## config.mk

```make
export PLATFORM = sky130hd
export DESIGN_NAME = cfg_window_seq
export DESIGN_NICKNAME = d
export VERILOG_FILES = /design/src/rtl/cfgwin_pkg.sv /design/src/rtl/cfgwin_addr_calc.sv /design/src/rtl/cfgwin_req_reg.sv /design/src/rtl/cfgwin_seq.sv /design/src/rtl/cfg_window_seq.sv
export SDC_FILE = /design/constraint.sdc
export NUM_CORES = 1
export LEC_CHECK = 0
export BUFFER_PORTS_ARGS = -buffer_cell sky130_fd_sc_hd__clkbuf_2
export CAP_MARGIN = 20
export CORE_ASPECT_RATIO = 1.25
export CORE_MARGIN = 2
export CORE_UTILIZATION = 48
export DETAILED_ROUTE_END_ITERATION = 7
export PLACE_DENSITY = 0.87
export SLEW_MARGIN = 20
export SYNTH_ARGS = -nofsm -noshare
export SYNTH_HDL_FRONTEND = slang
export SYNTH_SLANG_ARGS = --single-unit
```

## constraint.sdc

```tcl
create_clock -name clk -period 2.9 [get_ports clk]
set_input_delay 0.29 -clock clk [delete_from_list [all_inputs] [get_ports clk]]
set_output_delay 0.29 -clock clk [all_outputs]
set_load 0.01 [all_outputs]
```

## src/rtl/cfgwin_pkg.sv

```systemverilog
package cfgwin_pkg;

  typedef enum logic [2:0] {
    ST_IDLE   = 3'd0,
    ST_OPEN   = 3'd1,
    ST_ACCESS = 3'd2,
    ST_CLOSE  = 3'd3,
    ST_DONE   = 3'd4
  } seq_state_t;

  typedef enum logic [1:0] {
    SEL_W0_BASE = 2'd0,
    SEL_W1_BASE = 2'd1,
    SEL_W1_MAP  = 2'd2
  } win_sel_t;

  localparam logic [3:0] SZ_16M  = 4'd4;
  localparam logic [3:0] SZ_256M = 4'd8;
  localparam logic [3:0] SZ_512M = 4'd9;

  localparam logic [2:0] KIND_CFG     = 3'b101;
  localparam logic [2:0] KIND_MEMMULT = 3'b110;

  // Fields of a window base word: local address, size, prefetch, enable.
  function automatic logic [31:0] base_word(input logic [31:0] local_addr,
                                            input logic [3:0]  size_code,
                                            input logic        prefetch);
    return {local_addr[31:20], 12'd0, size_code, prefetch, 2'b00, 1'b1};
  endfunction

  // Map word for a memory window: bus address bits 31:20 and cycle kind.
  function automatic logic [15:0] map_word(input logic [31:0] bus_addr,
                                           input logic [2:0]  kind);
    return {bus_addr[31:20], kind, 1'b0};
  endfunction

endpackage

```

## src/rtl/cfgwin_addr_calc.sv

```systemverilog
module cfgwin_addr_calc
  import cfgwin_pkg::*;
#(
  parameter int REQ_W  = 9,
  parameter int WIN_AW = 24,
  parameter int MAP_W  = 16
) (
  input  logic [REQ_W-1:0]  bus_num,
  input  logic [REQ_W-1:0]  devfn,
  input  logic [REQ_W-1:0]  reg_off,
  output logic              legal,
  output logic              type1,
  output logic [WIN_AW-1:0] addr,
  output logic [MAP_W-1:0]  map
);

  localparam int FLD_W     = 8;
  localparam int SEL_LSB   = 11;
  localparam int LOW_SLOTS = 12;
  localparam int MAP_SHIFT = 5;
  localparam int MAP_LSB   = LOW_SLOTS + 1 - MAP_SHIFT;

  logic [4:0]        slot;
  logic [2:0]        func;
  logic [WIN_AW-1:0] sel_addr;
  logic [MAP_W-1:0]  sel_map;

  generate
    if (REQ_W > FLD_W) begin : g_range_chk
      assign legal = ~|{bus_num[REQ_W-1:FLD_W], devfn[REQ_W-1:FLD_W],
                        reg_off[REQ_W-1:FLD_W]};
    end else begin : g_no_range_chk
      assign legal = 1'b1;
    end
  endgenerate

  assign slot  = devfn[7:3];
  assign func  = devfn[2:0];
  assign type1 = |bus_num[FLD_W-1:0];

  // One-hot select: low slots in the address, high slots in the map word.
  always_comb begin
    sel_addr = '0;
    for (int b = SEL_LSB; b <= SEL_LSB + LOW_SLOTS; b++) begin
      if (int'(slot) == b - SEL_LSB) sel_addr[b] = 1'b1;
    end
  end

  always_comb begin
    sel_map = '0;
    for (int b = MAP_LSB; b < MAP_W; b++) begin
      if (int'(slot) == b + MAP_SHIFT) sel_map[b] = 1'b1;
    end
  end

  always_comb begin
    if (type1) begin
      addr = WIN_AW'({bus_num[FLD_W-1:0], devfn[FLD_W-1:0], 8'h00})
           + WIN_AW'(reg_off[FLD_W-1:0]);
      map  = MAP_W'({KIND_CFG, 1'b1});
    end else begin
      addr = sel_addr + WIN_AW'({func, 8'h00}) + WIN_AW'(reg_off[FLD_W-1:0]);
      map  = sel_map | MAP_W'({KIND_CFG, 1'b0});
    end
  end

endmodule

```

## src/rtl/cfgwin_req_reg.sv

```systemverilog
module cfgwin_req_reg #(
  parameter int WIN_AW = 24,
  parameter int MAP_W  = 16
) (
  input  logic              clk,
  input  logic              rst_n,
  input  logic              take,
  input  logic              legal,
  input  logic              type1_in,
  input  logic [WIN_AW-1:0] addr_in,
  input  logic [MAP_W-1:0]  map_in,
  output logic              illegal,
  output logic              type1_q,
  output logic [WIN_AW-1:0] addr_q,
  output logic [MAP_W-1:0]  map_q
);

  logic load;
  assign load = take & legal;

  always_ff @(posedge clk or negedge rst_n) begin
    if (!rst_n) begin
      type1_q <= 1'b0;
      addr_q  <= '0;
      map_q   <= '0;
    end else if (load) begin
      type1_q <= type1_in;
      addr_q  <= addr_in;
      map_q   <= map_in;
    end
  end

  always_ff @(posedge clk or negedge rst_n) begin
    if (!rst_n) begin
      illegal <= 1'b0;
    end else if (take) begin
      illegal <= ~legal;
    end
  end

endmodule

```

## src/rtl/cfgwin_seq.sv

```systemverilog
module cfgwin_seq
  import cfgwin_pkg::*;
#(
  parameter int          WIN_AW    = 24,
  parameter int          MAP_W     = 16,
  parameter logic [31:0] NP_LOCAL  = 32'h4000_0000,
  parameter logic [31:0] PF_LOCAL  = 32'h5000_0000,
  parameter logic [31:0] PF_BUS    = 32'h1000_0000,
  parameter logic [31:0] CFG_LOCAL = 32'h6100_0000
) (
  input  logic              clk,
  input  logic              rst_n,
  input  logic              launch,
  input  logic [WIN_AW-1:0] addr_q,
  input  logic [MAP_W-1:0]  map_q,
  output logic              idle,
  output logic              busy,
  output logic              done,
  output logic              wr_en,
  output logic [1:0]        wr_sel,
  output logic [31:0]       wr_data,
  output logic              acc_strobe,
  output logic [31:0]       acc_addr
);

  localparam int STEPS  = 3;
  localparam int STEP_W = $clog2(STEPS);
  localparam logic [STEP_W-1:0] LAST_STEP = STEP_W'(STEPS - 1);

  seq_state_t        state_q, state_d;
  logic [STEP_W-1:0] step_q, step_d;
  logic              step_en;

  always_comb begin
    state_d = state_q;
    step_d  = step_q;
    unique case (state_q)
      ST_IDLE: begin
        if (launch) begin
          state_d = ST_OPEN;
          step_d  = '0;
        end
      end
      ST_OPEN: begin
        if (step_q == LAST_STEP) begin
          state_d = ST_ACCESS;
          step_d  = '0;
        end else begin
          step_d = step_q + 1'b1;
        end
      end
      ST_ACCESS: state_d = ST_CLOSE;
      ST_CLOSE: begin
        if (step_q == LAST_STEP) begin
          state_d = ST_DONE;
          step_d  = '0;
        end else begin
          step_d = step_q + 1'b1;
        end
      end
      ST_DONE: state_d = ST_IDLE;
      default: state_d = ST_IDLE;
    endcase
  end

  assign step_en = (state_q != ST_IDLE) || launch;

  always_ff @(posedge clk or negedge rst_n) begin
    if (!rst_n) begin
      state_q <= ST_IDLE;
      step_q  <= '0;
    end else if (step_en) begin
      state_q <= state_d;
      step_q  <= step_d;
    end
  end

  always_comb begin
    wr_en   = 1'b0;
    wr_sel  = SEL_W0_BASE;
    wr_data = '0;
    if (state_q == ST_OPEN) begin
      wr_en = 1'b1;
      unique case (step_q)
        2'd0: begin
          wr_sel  = SEL_W0_BASE;
          wr_data = base_word(NP_LOCAL, SZ_512M, 1'b0);
        end
        2'd1: begin
          wr_sel  = SEL_W1_BASE;
          wr_data = base_word(CFG_LOCAL, SZ_16M, 1'b0);
        end
        default: begin
          wr_sel  = SEL_W1_MAP;
          wr_data = 32'(map_q);
        end
      endcase
    end else if (state_q == ST_CLOSE) begin
      wr_en = 1'b1;
      unique case (step_q)
        2'd0: begin
          wr_sel  = SEL_W1_BASE;
          wr_data = base_word(PF_LOCAL, SZ_256M, 1'b1);
        end
        2'd1: begin
          wr_sel  = SEL_W1_MAP;
          wr_data = 32'(map_word(PF_BUS, KIND_MEMMULT));
        end
        default: begin
          wr_sel  = SEL_W0_BASE;
          wr_data = base_word(NP_LOCAL, SZ_256M, 1'b0);
        end
      endcase
    end
  end

  assign idle       = (state_q == ST_IDLE);
  assign busy       = !idle;
  assign done       = (state_q == ST_DONE);
  assign acc_strobe = (state_q == ST_ACCESS);
  assign acc_addr   = acc_strobe ? (CFG_LOCAL + 32'(addr_q)) : 32'd0;

endmodule

```

## src/rtl/cfg_window_seq.sv

```systemverilog
module cfg_window_seq #(
  parameter int          REQ_W     = 9,
  parameter int          WIN_AW    = 24,
  parameter int          MAP_W     = 16,
  parameter logic [31:0] NP_LOCAL  = 32'h4000_0000,
  parameter logic [31:0] PF_LOCAL  = 32'h5000_0000,
  parameter logic [31:0] PF_BUS    = 32'h1000_0000,
  parameter logic [31:0] CFG_LOCAL = 32'h6100_0000
) (
  input  logic              clk,
  input  logic              rst_n,
  input  logic              start,
  input  logic [REQ_W-1:0]  bus_num,
  input  logic [REQ_W-1:0]  devfn,
  input  logic [REQ_W-1:0]  reg_off,
  output logic              busy,
  output logic              done,
  output logic              illegal,
  output logic              is_type1,
  output logic [WIN_AW-1:0] win_addr,
  output logic [MAP_W-1:0]  map_val,
  output logic              wr_en,
  output logic [1:0]        wr_sel,
  output logic [31:0]       wr_data,
  output logic              acc_strobe,
  output logic [31:0]       acc_addr
);

  logic              legal;
  logic              type1_c;
  logic [WIN_AW-1:0] addr_c;
  logic [MAP_W-1:0]  map_c;
  logic              idle;
  logic              take;

  assign take = start & idle;

  cfgwin_addr_calc #(
    .REQ_W (REQ_W),
    .WIN_AW(WIN_AW),
    .MAP_W (MAP_W)
  ) u_calc (
    .bus_num(bus_num),
    .devfn  (devfn),
    .reg_off(reg_off),
    .legal  (legal),
    .type1  (type1_c),
    .addr   (addr_c),
    .map    (map_c)
  );

  cfgwin_req_reg #(
    .WIN_AW(WIN_AW),
    .MAP_W (MAP_W)
  ) u_req (
    .clk     (clk),
    .rst_n   (rst_n),
    .take    (take),
    .legal   (legal),
    .type1_in(type1_c),
    .addr_in (addr_c),
    .map_in  (map_c),
    .illegal (illegal),
    .type1_q (is_type1),
    .addr_q  (win_addr),
    .map_q   (map_val)
  );

  cfgwin_seq #(
    .WIN_AW   (WIN_AW),
    .MAP_W    (MAP_W),
    .NP_LOCAL (NP_LOCAL),
    .PF_LOCAL (PF_LOCAL),
    .PF_BUS   (PF_BUS),
    .CFG_LOCAL(CFG_LOCAL)
  ) u_seq (
    .clk       (clk),
    .rst_n     (rst_n),
    .launch    (take & legal),
    .addr_q    (win_addr),
    .map_q     (map_val),
    .idle      (idle),
    .busy      (busy),
    .done      (done),
    .wr_en     (wr_en),
    .wr_sel    (wr_sel),
    .wr_data   (wr_data),
    .acc_strobe(acc_strobe),
    .acc_addr  (acc_addr)
  );

endmodule

```

---- Word-level counts from Yosys, hierarchy flattened ----
Cells that the tools add are included.
operators by class
  equal/unequal tests ..................... 29
  bitwise gates (word level) .............. 2
  reduce and logical (&&, ||, !) cells .... 13
  $add $sub $neg .......................... 5
  multiplexer cells ....................... 41
operator list
  cell                                                              count
  31-bit one-hot mux with 2 select lines                            2
  32-bit 2-to-1 mux                                                 3
  5-bit == test (second input constant)                             13
  24-bit by 8-bit adder with 24-bit output                          2
  31-bit by 24-bit adder with 32-bit output (first input constant)  1
  24-bit by 11-bit adder with 24-bit output                         1
  24-bit 2-to-1 mux                                                 1
  1-bit 2-to-1 mux                                                  23
  5-bit by 4-bit == test with 1-bit output (second input constant)  4
  16-bit 2-to-1 mux                                                 1
  2-bit one-hot mux with 2 select lines                             3
  3-bit one-hot mux with 4 select lines                             1
  5-bit by 3-bit == test with 1-bit output (second input constant)  2
  3-bit 2-to-1 mux                                                  3
  2-bit 2-to-1 mux                                                  4
  8-bit OR reduction                                                1
  3-bit by 2-bit == test with 1-bit output (second input constant)  2
  2-bit by 1-bit != test with 1-bit output (second input constant)  3
  5-bit by 2-bit == test with 1-bit output (second input constant)  1
  5-bit logical NOT                                                 1
  4-bit AND reduction                                               1
  3-bit by 1-bit == test with 1-bit output (second input constant)  1
  3-bit == test (second input constant)                             1
  3-bit logical NOT                                                 1
  other kinds (12)                                                  14
storage, ports and cells
  bits of input ports ..................... 30
  flip-flop bits (word level) ............. 47
  word-level logic and storage cells ...... 96
  output and inout bits ................... 112

---- Longest topological paths before layout ----
Gate-level depths: netlist of the first run.
  depth after elaboration ................. 5
  depth in mapped cells ................... 6

---- Cells and area by module ----
Synthesis of the first run repeated with hierarchy kept, for this count alone.
unflattened totals
  cell total of the unflattened synthesis .. 273
  area, all modules ....................... 3160.5 um^2
modules (own cells, without submodules)
  module            area an instance (um^2)  cells an instance  times used  sequential area each (um^2)
  cfgwin_req_reg    1767.9                   90                 1           1051.0
  cfgwin_seq        868.3                    112                1           125.1
  cfgwin_addr_calc  511.7                    69                 1           0.0
  cfg_window_seq    12.5                     2                  1           0.0

---- Least setup slack after synthesis of the first run ----
No wires, ideal clock.
  path type ............................... flip-flop to flip-flop
  start point ............................. register u_seq.state_q[2]
  end point ............................... register u_req.addr_q[10]
  buffers on the path ..................... 2
  arrival ................................. 1.533 ns
  library setup time ...................... 0.127 ns
  clock period less this slack ............ 1.661 ns
  cell stages (with the launch flop) ...... 6
  slack ................................... 1.239 ns
  path through ............................ dfrtp_1 > nor4b_4 > and2_1 > buf_4 > buf_6 > mux2_1
on the way
  longest elaborated chain between the ends .. 3
ends and longest elaborated chain
  what                    line                  RTL
  start, declared         cfgwin_seq.sv:30      seq_state_t state_q, state_d;
  start signal, assigned  cfgwin_seq.sv:73      state_q <= state_d;
  3-bit logical NOT       cfgwin_seq.sv:117     assign idle = (state_q == ST_IDLE);
  1-bit bitwise AND       cfg_window_seq.sv:36  assign take = start & idle;
  1-bit bitwise AND       cfgwin_req_reg.sv:19  assign load = take & legal;
  end signal, assigned    cfgwin_req_reg.sv:28  addr_q <= addr_in;
  end, declared           cfgwin_req_reg.sv:14  output logic [WIN_AW-1:0] addr_q,
Every way passes these cells.
A chain may end at the register's enable or synchronous reset.

---- Worst setup path in the final report of the first run ----
  start point ............................. register u_seq.state_q[2]
  end point ............................... output port wr_sel[1]
on the way
  longest elaborated chain between the ends .. 3
ends and longest elaborated chain
  what                                      line                  RTL
  3-bit by 2-bit == test with 1-bit output  cfgwin_seq.sv:98      end else if (state_q == ST_CLOSE) begin
  2-bit 2-to-1 mux                          cfgwin_seq.sv:98
  2-bit 2-to-1 mux *                        cfgwin_seq.sv:82      if (state_q == ST_OPEN) begin
  end, declared                             cfg_window_seq.sv:23  output logic [1:0] wr_sel,
Every way passes the cells marked *; elsewhere a longest branch is shown, timed or not.

==> results of run 1 <==
area by class of cell:
class,count,area (µm²),area share [%]
sequential,40,1000,33.2
clock buffer,5,68.8,2.28
inverter,2,7.51,0.249
multi-input combinational,189,1220,40.6
tap,62,77.6,2.57
timing repair buffer,124,636,21.1
cell usage after synthesis (2+ instances only):
cell type	n
nand2b_1	3
buf_2	3
or4_1	2
buf_4	32
inv_1	2
and2_1	29
a21boi_0	8
o21ai_0	5
nor4_2	2
a21oi_1	24
nor2b_1	7
buf_6	2
a31o_2	9
nor3_1	6
nor2_1	11
nor3b_1	3
mux2_1	5
a21o_1	2
mux2_2	6
dfrtp_1	40
a41oi_1	8
a31oi_1	6
nand4_1	5
clkbuf_1	11
and3_1	12
path summary, 6_finish.rpt:
path                                  start               end  slack [ns]
min in group clk                   devfn[1]   u_req.addr_q[9]        0.23
setup / recovery           u_seq.state_q[2]         wr_sel[1]        0.58
hold reg to reg             u_req.addr_q[6]   u_req.addr_q[6]        0.51
max in group asynchronous             rst_n   u_seq.step_q[1]        2.24
setup reg to reg           u_seq.state_q[1]   u_req.map_q[15]        0.85
hold / removal                        rst_n  u_req.addr_q[22]        0.12
where the power goes:
group / internal [W] / total (W) / switching [W]
registers: 0.000775 / 0.00101 / 0.000234
logic: 0.000548 / 0.00122 / 0.000675
clock network: 0.000155 / 0.000318 / 0.000163
registers in the layout, indices dropped and copies added, names as in the netlist:
signal / cells
u_req.illegal: 1
u_seq.step_q: 2
u_req.addr_q: 24
u_req.map_q: 10
u_seq.state_q: 3
cells in the final DEF, fill, tap and decap left out, drive strengths merged, types with 8 or more instances in the layout:
cell	instances
a21boi	8
a21oi	24
a31o	9
a41oi	8
and2	29
and3	12
clkbuf	122
conb	23
dfrtp	40
mux2	11
nor2	11
through the flow:
step	setup slack (ns)	total power, W	cells	instance area [µm²]	util, %
floorplan	1.24	0.00177	279	2540	-
global placement	0.940	0.00220	417	2940	58.8
detailed placement	0.862	0.00225	417	2940	58.8
CTS	0.604	0.00257	422	3010	60.2
global route	0.432	0.00275	422	3010	60.2
finish	0.580	0.00255	422	3010	60.2
cell families after synthesis:
group                  after synthesis
AND/OR/NAND/NOR                     88
AO/OA/AOI/OAI                       65
buffers and inverters               50
flip-flops                          40
multiplexers                        11
XOR/XNOR                             2
other                                1
per-layer routing:
layer | wire length (µm) | up-vias | track usage [%]
li1 | - | 1070 | -
met1 | 2360 | 1050 | 26.6
met2 | 3000 | 95 | 32.0
met3 | 360 | 12 | 3.51
met4 | 128 | 0 | 7.64
met5 | 0 | - | 0
critical path, stage by stage (launching register included):
cell,delay [ns]
dfrtp_1,0.47
nand2b_1,0.38
inv_1,0.24
and3_1,0.25
or2_2,0.27
clkbuf_2,0.13
==> results.toml, run 1 <==
[power_and_ir_drop]
vdd_drop_max_v = 0.000309
p_per_area_mw_per_mm2 = 846
power.leakage_nw = 1.60

[status]
status = "finished, final reports clean"

[global_routing]
grt_antenna_before_repair = 0
track_usage_pct = 20.1
grt_max_degree = 41
grt-ovfl-total = 0
grt_pass1_vias = 1943
grt_pass1_wl_um = 8990

[floorplanning]
core_area_mm2 = 0.00501
initial_core_util_pct = 49.2
die_w_um = 68.1
ioPinCount = 142
die_area_mm2 = 0.00572
rows = 29
die_h_um = 84.1

[routing]
drc_errors = 0
wl_um = 5860
ant_nets = 0
vias = 2227
vias_per_cell = 5.28
avgRoutedWirePerCell_um = 13.9
first_pass_iters = 4
drtIter0Drc = 217

[timing]
tns_ns = 0
worst_pin_slew_ns = 0.856
max_freq_mhz = 431
maxSlewViolCount = 0
setup_viol = 0
min_period_over_period_pct = 80.0
rsz0062_at_grt = "false"
skew_ns = 0.00267
hold_viol = 0
hold_ws_ns = 0.118
period_needed_ns = 2.32
maxSlewHeadroom_pct = 42.9

[clock_tree]
h-tree-depth = 2
cts_made_buffers = 5
cts_resized = 0
clock_sinks = 40
cts_max_path_buffers = 2
cts_tree = "built"
cts_root_buffer = "clkbuf_8"
clk_latency_ns = 0.28
post_cts_buffers = 0
clkSlewWorstSetupHoldPaths_ns = 0.07
hold_buffers = 0

[synth]
ys_seq_elements = 40
yosys-top-cells-area = "dfrtp_1 (41%), buf_4 (9.8%), and2_1 (7.4%)"
synth_top_family_by_area = "simple AND/OR/NAND/NOR gates"
synth.top_cell.area_share_pct = 40.7
synth_fa_ha_area_share_pct = 0
synth-edff-count = 0
yosys_most_used_dff = "dfrtp_1"
synth_cell_types = 39
synth_area_mm2 = 0.00246
muxShareOfSynthArea_pct = 5.03
ys_warn_count = 0
yosys.area.top_type = "dfrtp_1"
yosysSeqAreaShare_pct = 40.7
postSynthCellCount = 257
avgSynthCellArea_um2 = 9.58
synth_compound_area_share_pct = 17.6
yosys.area_share.simple_pct = 22.6
synth_xor_area_share_pct = 0.711
async_flop_share_pct = 100

[worst_setup_path]
end_kind = "primary output"
crit_arrival_ns = 2.03
critPathKind = "reg2out"
start_kind = "flop"
worst-endpoint-required_ns = 2.61
path_max_fanout = 12
reg2reg_depth = 4

[placement]
io_buffers = 118
place_hpwl_um = 4540
place_congestion = 0.842

[cells_and_area]
area_growth_syn_to_layout_pct = 22.4
n_fill_cell = 460
insertedDiodeCount = 0
fin_nets = 392
drive_above_1_share_pct = 41.4

[flow_run]
cap_violations = 0

[hold_path]
hold_path_class = "in2async"
Note: power is estimated with default switching activity, not from simulation.
==> inputs of run 2 (changes only) <==
--- a/config.mk
+++ b/config.mk
@@ -5,13 +5,14 @@
 export SDC_FILE = /design/constraint.sdc
 export NUM_CORES = 1
 export LEC_CHECK = 0
+export ABC_AREA = 1
 export BUFFER_PORTS_ARGS = -buffer_cell sky130_fd_sc_hd__clkbuf_2
 export CAP_MARGIN = 20
 export CORE_ASPECT_RATIO = 1.25
 export CORE_MARGIN = 2
-export CORE_UTILIZATION = 48
+export CORE_UTILIZATION = 44
 export DETAILED_ROUTE_END_ITERATION = 7
-export PLACE_DENSITY = 0.87
+export PLACE_DENSITY = 0.8
 export SLEW_MARGIN = 20
 export SYNTH_ARGS = -nofsm -noshare
 export SYNTH_HDL_FRONTEND = slang
==> constraint.sdc (replaced) <==
create_clock -name clk -period 2.4 [get_ports clk]
set_input_delay 0.24 -clock clk [delete_from_list [all_inputs] [get_ports clk]]
set_output_delay 0.24 -clock clk [all_outputs]
set_load 0.01 [all_outputs]
==> run 2 against run 1 <==
  * Sequential share of layout area decreased by 0.77 points
  * Clock power increased by 88%
  * Final cell count increased by 26%
  * Register-to-register slack got worse by 0.31 ns
  * Highest routed layer unchanged
  * Worst hold slack got worse by 0.046 ns
==> results.toml, run 2 <==
[status]
status = "finished, final reports clean"

[power_and_ir_drop]
switching_share_pct = 43.5
p_clk_share_pct = 18.1
seqPwrFrac_pct = 34.4
vdd_drop_max_v = 0.000364
combPwrFrac_pct = 47.6
p_int_w = 0.00187
power.net_switching_w = 0.00144
p_per_area_mw_per_mm2 = 1070
power.leakage_nw = 1.80

[clock_tree]
clkSlewWorstSetupHoldPaths_ns = 0.08
cts_tree = "built"
post_cts_buffers = 0
h-tree-depth = 2
clk_latency_ns = 0.29
cts_resized = 0
clock_sinks = 40
cts_root_buffer = "clkbuf_8"
cts_made_buffers = 5
hold_buffers = 0
cts_max_path_buffers = 2

[global_routing]
top_usage_layer = "met2"
grt_pass1_vias = 2241
grt_max_degree = 41
track_usage_pct = 20.1
grt_antenna_before_repair = 0
grt_pass1_wl_um = 10100
met1_usage_pct = 24.3
use_met3_pct = 3.34
grt-ovfl-total = 0
grt_use_met2_pct = 35.5

[cells_and_area]
reg.largest.list = "u_req.addr_q: 24 flops, u_req.map_q: 10 flops, u_seq.state_q: 3 flops"
top_register = "u_req.addr_q"
multi_input_area_mm2 = 0.00107
area_growth_syn_to_layout_pct = 23.6
final_util_pct = 56.7
layout_commonest_cell = "clkbuf_2"
n_fill_cell = 557
mostFrequentLayoutCells = "clkbuf_2 (117), nand2_1 (95), nor2_1 (56)"
insertedDiodeCount = 0
ff_latch_area_mm2 = 0.00100
fin_nets = 498
drive_above_1_share_pct = 29.0
largest_register_ffs = 24

[worst_setup_path]
max_stage_delay_ns = 0.42
crit_buf_inv = 2
path_max_fanout = 5
slowest_stage = "dfrtp_1"
crit_path_frequent_cell = "nand2_1"
critPathKind = "reg2out"
cp_cell_sequence = "inv_1 -> nand2_1 -> nor2_1 -> nand2_1 -> nand2_1 -> o21a_1 -> clkbuf_2"
worst-endpoint-required_ns = 2.16
crit_arrival_ns = 1.63
cp.depth = 7
reg2reg_depth = 6
end_kind = "primary output"
cp-startpoint = "u_seq.state_q[2]"
reg2reg_from = "u_seq.state_q[1]"
cp_top_family = "simple AND/OR/NAND/NOR gates"
start_kind = "flop"

[routing]
wl_um = 6230
vias_per_cell = 4.74
drtIter0Drc = 171
avgRoutedWirePerCell_um = 11.7
ant_nets = 0
vias = 2524
drc_errors = 0
first_pass_iters = 4

[floorplanning]
die_w_um = 71.4
die_h_um = 88.2
core_area_mm2 = 0.00544
die_area_mm2 = 0.00629
ioPinCount = 142
initial_core_util_pct = 45.8
rows = 30

[synth]
synth_area_mm2 = 0.00249
yosys.area.top_type = "dfrtp_1"
synth_cell_types = 23
ys_top_cells_by_count = "nand2_1 (95), nor2_1 (56), inv_1 (48)"
yosys_most_used_dff = "dfrtp_1"
avgSynthCellArea_um2 = 6.91
synth.top_cell.area_share_pct = 40.1
yosys.cell_count.top_type = "nand2_1"
postSynthCellCount = 361
ys_warn_count = 0
yosysSeqAreaShare_pct = 40.1
yosys-top-cells-area = "dfrtp_1 (40%), nand2_1 (14%), buf_4 (9.3%)"
synth-edff-count = 0
async_flop_share_pct = 100
ys_seq_elements = 40

[timing]
min_period_over_period_pct = 77.9
max_freq_mhz = 535
maxSlewViolCount = 0
rsz0062_at_grt = "false"
maxSlewHeadroom_pct = 40.4
skew_ns = 0.00424
tns_ns = 0
hold_viol = 0
worst_pin_slew_ns = 0.894
setup_viol = 0
period_needed_ns = 1.87

[placement]
io_buffers = 118
place_congestion = 0.810
place_hpwl_um = 4800

[flow_run]
cap_violations = 0

[hold_path]
hold_path_class = "in2async"
run 2: changes by cell type after synthesis, sizes merged, moves of 10 or more:
cell,delta
and2,-29
clkbuf,-10
nand3,+31
nor2,+48
a21oi,-23
o21ai,+23
nand2,+95
inv,+49
and3,-12
mux2,-11
run 2: power groups by stage:
stage | combinational (W) | clock [W] | sequential [W]
finish | 0.00158 | 0.000599 | 0.00114
global route | 0.00177 | 0.000633 | 0.00118
CTS | 0.00159 | 0.000614 | 0.00114
detailed placement | 0.00158 | 0 | 0.00115
global placement | 0.00156 | 0 | 0.00115
floorplan | 0.000951 | 0 | 0.00119
run 2: layout make-up:
class / instances / area share [%]
timing repair buffer: 120 / 19.6
sequential: 40 / 32.5
multi-input combinational: 249 / 34.8
clock buffer: 7 / 3.12
inverter: 52 / 6.41
tap: 64 / 2.60
clock inverter: 1 / 0.974
run 2: stage by stage:
stage | total power (W) | cells | cell area (µm²) | setup slack (ns) | hold slack, ns
3_5_place_dp | 0.00274 | 525 | 2960 | 0.565 | 0.454
4_1_cts | 0.00335 | 533 | 3080 | 0.520 | 0.138
6_report | 0.00331 | 533 | 3080 | 0.531 | 0.0713
3_3_place_gp | 0.00271 | 525 | 2960 | 0.637 | 0.438
5_1_grt | 0.00359 | 533 | 3080 | 0.309 | 0.147
2_1_floorplan | 0.00215 | 383 | 2580 | 0.958 | -0.0556
run 2: logic make-up (layout without fill, tap and decap cells):
group                  count (synthesis)  count (layout)  synth area share, %
flip-flops                            40              40                 40.1
AND/OR/NAND/NOR                      193             193                 32.6
AO/OA/AOI/OAI                         33              33                 6.92
other                                  1              23                0.150
buffers and inverters                 94             180                 20.2
run 2: path summary, 6_finish.rpt:
kind,endpoint,slack (ns)
setup / recovery,wr_data[12],0.53
hold / removal,u_req.addr_q[2],0.07
setup reg to reg,u_req.addr_q[20],0.54
hold reg to reg,u_req.illegal,0.52
max in group asynchronous,u_req.map_q[12],1.77
min in group clk,u_req.addr_q[0],0.15
run 2: routing by layer:
layer,part of all wire [%],wire length (µm)
met5,0,0
met1,40,2480
met2,51,3200
met4,2.0,127
met3,6.9,432
